--- src/rtl/gpio_core_pkg.sv ---
package gpio_core_pkg;
  localparam int unsigned DEF_PINS        = 8;
  localparam int unsigned DEF_SYNC_STAGES = 2;

  typedef enum logic [1:0] {
    EVT_NONE = 2'b00,
    EVT_RISE = 2'b01,
    EVT_FALL = 2'b10
  } edge_kind_e;

  function automatic edge_kind_e classify(input logic now_v, input logic old_v);
    if (now_v && !old_v)      return EVT_RISE;
    else if (!now_v && old_v) return EVT_FALL;
    else                      return EVT_NONE;
  endfunction
endpackage

--- src/rtl/gpio_in_sync.sv ---
module gpio_in_sync #(
  parameter int unsigned PINS   = gpio_core_pkg::DEF_PINS,
  parameter int unsigned STAGES = gpio_core_pkg::DEF_SYNC_STAGES
) (
  input  logic            clk,
  input  logic            rst,
  input  logic [PINS-1:0] raw_i,
  output logic [PINS-1:0] sync_o
);
  localparam int unsigned LAST = STAGES - 1;

  logic [PINS-1:0] chain [STAGES];

  always_ff @(posedge clk) begin
    if (rst) chain[0] <= '0;
    else     chain[0] <= raw_i;
  end

  for (genvar k = 1; k < STAGES; k++) begin : g_stage
    always_ff @(posedge clk) begin
      if (rst) chain[k] <= '0;
      else     chain[k] <= chain[k-1];
    end
  end

  assign sync_o = chain[LAST];

  initial begin
    a_r2_depth: assert (STAGES >= 2);
  end
endmodule

--- src/rtl/gpio_evt_detect.sv ---
module gpio_evt_detect
  import gpio_core_pkg::*;
#(
  parameter int unsigned PINS = gpio_core_pkg::DEF_PINS
) (
  input  logic            clk,
  input  logic            rst,
  input  logic [PINS-1:0] level_i,
  output logic [PINS-1:0] hi_o,
  output logic [PINS-1:0] lo_o,
  output logic [PINS-1:0] rise_o,
  output logic [PINS-1:0] fall_o
);
  logic [PINS-1:0] hist_q;

  always_ff @(posedge clk) begin
    if (rst) hist_q <= '0;
    else     hist_q <= level_i;
  end

  for (genvar n = 0; n < PINS; n++) begin : g_pin
    edge_kind_e kind;
    always_comb kind = classify(level_i[n], hist_q[n]);
    assign hi_o[n]   = level_i[n];
    assign lo_o[n]   = ~level_i[n];
    assign rise_o[n] = (kind == EVT_RISE);
    assign fall_o[n] = (kind == EVT_FALL);
  end

  a_r5_rise_single: assert property (@(posedge clk) disable iff (rst)
    (rise_o != '0) |=> ((rise_o & $past(rise_o)) == '0));

  a_r6_fall_single: assert property (@(posedge clk) disable iff (rst)
    (fall_o != '0) |=> ((fall_o & $past(fall_o)) == '0));

  a_r7_quiet_after_reset: assert property (@(posedge clk)
    $fell(rst) |-> (rise_o == '0 && fall_o == '0));

  a_r8_rise_then_level: assert property (@(posedge clk) disable iff (rst)
    (rise_o != '0) |-> ((rise_o & lo_o) == '0));
endmodule

--- src/rtl/gpio_pad_drive.sv ---
module gpio_pad_drive #(
  parameter int unsigned PINS = gpio_core_pkg::DEF_PINS
) (
  input  logic [PINS-1:0] data_i,
  input  logic [PINS-1:0] dir_i,
  output logic [PINS-1:0] pad_data_o,
  output logic [PINS-1:0] pad_en_o
);
  for (genvar n = 0; n < PINS; n++) begin : g_pad
    assign pad_data_o[n] = data_i[n];
    assign pad_en_o[n]   = dir_i[n];
  end
endmodule

--- src/rtl/gpio_event_core.sv ---
module gpio_event_core #(
  parameter int unsigned PINS        = gpio_core_pkg::DEF_PINS,
  parameter int unsigned SYNC_STAGES = gpio_core_pkg::DEF_SYNC_STAGES
) (
  input  logic            clk,
  input  logic            rst,
  input  logic [PINS-1:0] pin_in,
  output logic [PINS-1:0] pad_out,
  output logic [PINS-1:0] pad_oe,
  output logic [PINS-1:0] bus_in,
  input  logic [PINS-1:0] bus_out,
  input  logic [PINS-1:0] bus_dir,
  output logic [PINS-1:0] flag_hi,
  output logic [PINS-1:0] flag_lo,
  output logic [PINS-1:0] flag_rise,
  output logic [PINS-1:0] flag_fall
);
  logic [PINS-1:0] synced;

  gpio_in_sync #(.PINS(PINS), .STAGES(SYNC_STAGES)) u_sync (
    .clk    (clk),
    .rst    (rst),
    .raw_i  (pin_in),
    .sync_o (synced)
  );

  gpio_evt_detect #(.PINS(PINS)) u_evt (
    .clk     (clk),
    .rst     (rst),
    .level_i (synced),
    .hi_o    (flag_hi),
    .lo_o    (flag_lo),
    .rise_o  (flag_rise),
    .fall_o  (flag_fall)
  );

  gpio_pad_drive #(.PINS(PINS)) u_pad (
    .data_i     (bus_out),
    .dir_i      (bus_dir),
    .pad_data_o (pad_out),
    .pad_en_o   (pad_oe)
  );

  assign bus_in = synced;

  a_r1_reset_clears: assert property (@(posedge clk)
    rst |=> (bus_in == '0 && flag_rise == '0 && flag_fall == '0));

  a_r4_level_tracks_bus: assert property (@(posedge clk) disable iff (rst)
    (flag_hi == bus_in) && (flag_lo == ~bus_in));
endmodule

--- config.mk ---
export PLATFORM = sky130hd
export DESIGN_NAME = gpio_event_core
export DESIGN_NICKNAME = d
export VERILOG_FILES = /design/src/rtl/gpio_core_pkg.sv /design/src/rtl/gpio_in_sync.sv /design/src/rtl/gpio_evt_detect.sv /design/src/rtl/gpio_pad_drive.sv /design/src/rtl/gpio_event_core.sv
export SDC_FILE = /design/constraint.sdc
export NUM_CORES = 1
export LEC_CHECK = 0
export ABC_CLOCK_PERIOD_IN_PS = 800
export BUFFER_PORTS_ARGS = -buffer_cell sky130_fd_sc_hd__buf_2
export CELL_PAD_IN_SITES_DETAIL_PLACEMENT = 1
export CELL_PAD_IN_SITES_GLOBAL_PLACEMENT = 2
export CORE_MARGIN = 8
export CORE_UTILIZATION = 20
export DETAILED_ROUTE_END_ITERATION = 16
export GPL_TIMING_DRIVEN = 0
export PLACE_DENSITY = 0.76
export SYNTH_ARGS = -nofsm -noshare
export SYNTH_HDL_FRONTEND = slang
export SYNTH_SLANG_ARGS = --single-unit
--- constraint.sdc ---
create_clock -name clk -period 0.8 [get_ports clk]
set_input_delay 0.12 -clock clk [delete_from_list [all_inputs] [get_ports clk]]
set_output_delay 0.12 -clock clk [all_outputs]
set_load 0.02 [all_outputs]
==> reports/metrics.cfg <==
[status]
status = finished with violations
violations = setup timing

[synthesis]
ys_seq_elements = 24
syn-cell-area_um2 = 1003
yosys.area.top_type = dfxtp_1
ys_types = 7
synth_cells = 98
synthTopCellsByArea = dfxtp_1 (48%), buf_4 (18%), nor2b_1 (14%)
synth_top_area_share_pct = 47.88
ys_warn_count = 0
synth_fp_nets = 124
avgSynthCellArea_um2 = 10.24
ys_seq_area_share_pct = 47.88

[detailed_routing]
drtPass1Iterations = 2
wl_um = 2851
drcViolationCount = 0
vias = 849
ant_nets = 0
wl_per_cell_um = 12.08
vias_per_cell = 3.597
drtIter0Drc = 14

[layout]
nets = 196
final-seq-area_um2 = 520.5
synthToLayoutAreaGrowth_pct = 88.03
drive_gt1_share_pct = 86.98
stdcell_area_um2 = 1887
fillers = 526
multi_input_area_um2 = 395.4
n_antenna_cell = 0
final_cells = 236

[sta]
finalClockSkew_ps = 0.5115
final-max-slew-violation-count = 0
setup_slack_ps = -244.4
hold_viol_final = 0
worst_pin_slew_ps = 115.6
whs_ps = 64.36
min_period_ps = 1044
relSlewSlack_pct = 92.30
finalSetupViolations = 41
clock.fmax_mhz = 957.5
post-route-period-util_pct = 130.6
rsz0062_at_grt = yes

[clocking]
cts_buffer_depth = 2
htreeDepth = 1
clk_latency_ps = 260
cts_buffers = 3
cts_tree = done
tritoncts_num_sinks = 24
clock-root-buffer = clkbuf_8
clk_pin_slew_ps = 80

[floorplanning]
die_w_um = 86.83
dieArea_um2 = 7539
core_um2 = 4786
die_h_um = 86.83
ios = 82
std_cell_rows = 25
start_util_pct = 20.97

[grt]
antenna_found_initial = 0
grt_pass1_wl_um = 4271
gr-total-overflow = 0
track_usage_pct = 7.036
grt_start_max_net_pins = 14
grt_pass1_vias = 875

[power_and_ir_drop]
clkPwrFrac_pct = 29.9
p_int_mw = 2.000
p_comb_share_pct = 22.5
seq_power_share_pct = 47.6
swShare_pct = 25.43
switchingPower_uw = 682.1
powerDensity_nw_per_um2 = 1421
peakVddDrop_mv = 0.9940
p_leak_nw = 0.8822

[placed_design]
finalWeightedCongestion = 0.5853
dp.cells = 230
place_area_um2 = 1503
io_buffers = 65
hpwl_um = 2149
dpl_worst_slack_ps = 10.06

[setup_path]
crit_slowest_cell = dfxtp_4
required_ps = 680
slowest_delay_ps = 390
endpoint = flag_rise[2]
crit_chain = nor2b_4 -> buf_6
crit_fanout = 6
r2r-start = u_sync.chain[1][6]
r2r-end = u_evt.hist_q[6]
arrival_ps = 920
cp-start-kind = flop
crit_start = u_sync.chain[1][2]
criticalPathCategory = flop to primary output
crit_path_end_kind = primary output
reg2reg_depth = 3
reg2reg_slack_ps = -30

[flow_run]
cap_violations = 0

[hold_path]
worstHoldPathType = primary input to flop

## metal layers
layer | vias up | track usage, % | part of all wire (%)
met2 | 51 | 12.70 | 50
li1 | 404 | - | -
met1 | 394 | 6.390 | 34
met4 | 0 | 0.4695 | 0
met5 | - | 0 | 0
met3 | 0 | 5.293 | 16
## kinds of logic (layout without fill, tap and decap cells)
family,Yosys count,in the layout,synth area share (%)
DFF,24,24,47.88
and+or+nand+nor,40,40,28.93
buffers and inverters,34,105,23.19
## worst min-delay path by stage
stage                     slack (ps)      start  cells after the start                  to
after floorplan                  250  pin_in[0]                      1  u_sync.chain[0][0]
after global routing              50  pin_in[5]                      2  u_sync.chain[0][5]
after CTS                         60  pin_in[4]                      2  u_sync.chain[0][4]
final                             60  pin_in[4]                      2  u_sync.chain[0][4]
after detailed placement         340  pin_in[4]                      2  u_sync.chain[0][4]
after global placement           330  pin_in[0]                      2  u_sync.chain[0][0]
## synth_stat cells
master / instances
and2b_1: 4
buf_4: 24
buf_6: 2
dfxtp_1: 24
inv_1: 8
nor2b_1: 22
nor2b_2: 14
## worst max-delay path, delay by kind of cell (launching register included)
kind                   cells  cell delay (ps)
buffers and inverters      1              120
DFF                        1              390
and+or+nand+nor            1              150
## placed cells by master (no fill, tap or decap), drive strengths merged
master,count
nor2b,36
and2b,4
dfxtp,24
buf,93
clkbuf,4
inv,8
## power groups by stage
stage	Combinational (mW)	Clock, mW	Sequential, mW
after detailed placement	0.496	0	1.31
after global routing	0.644	0.900	1.29
after floorplan	0.325	0	1.33
final	0.604	0.802	1.28
after CTS	0.588	0.845	1.27
after global placement	0.491	0	1.31
## through the flow
stage / setup TNS (ps) / total power, mW / util, %
2_1_floorplan: 0 / 1.651 / -
5_1_grt: -8948 / 2.830 / 39.42
4_1_cts: -7534 / 2.704 / 37.86
3_3_place_gp: 0 / 1.803 / 31.40
6_report: -7157 / 2.682 / 39.42
3_5_place_dp: 0 / 1.809 / 31.40
## sequential cells by signal (all words and copies together) (netlist names)
register	count
u_sync.chain	16
u_evt.hist_q	8
## repair_timing
action / CTS / global route
gates resized for setup: 87 / 21
setup endpoints to repair: 40 / 40
cloned: 0 / 0
setup buffers: 0 / 2
hold buffers: 0 / 0
## cell type report
type                       count  area share (%)
inverter                       8           1.592
tap                           67           4.443
clock buffer                   4           2.918
timing repair buffer          67           30.17
buffer                        26           12.33
multi-input combinational     40           20.95
sequential                    24           27.59
No activity file was read; power rests on OpenSTA's default activity.
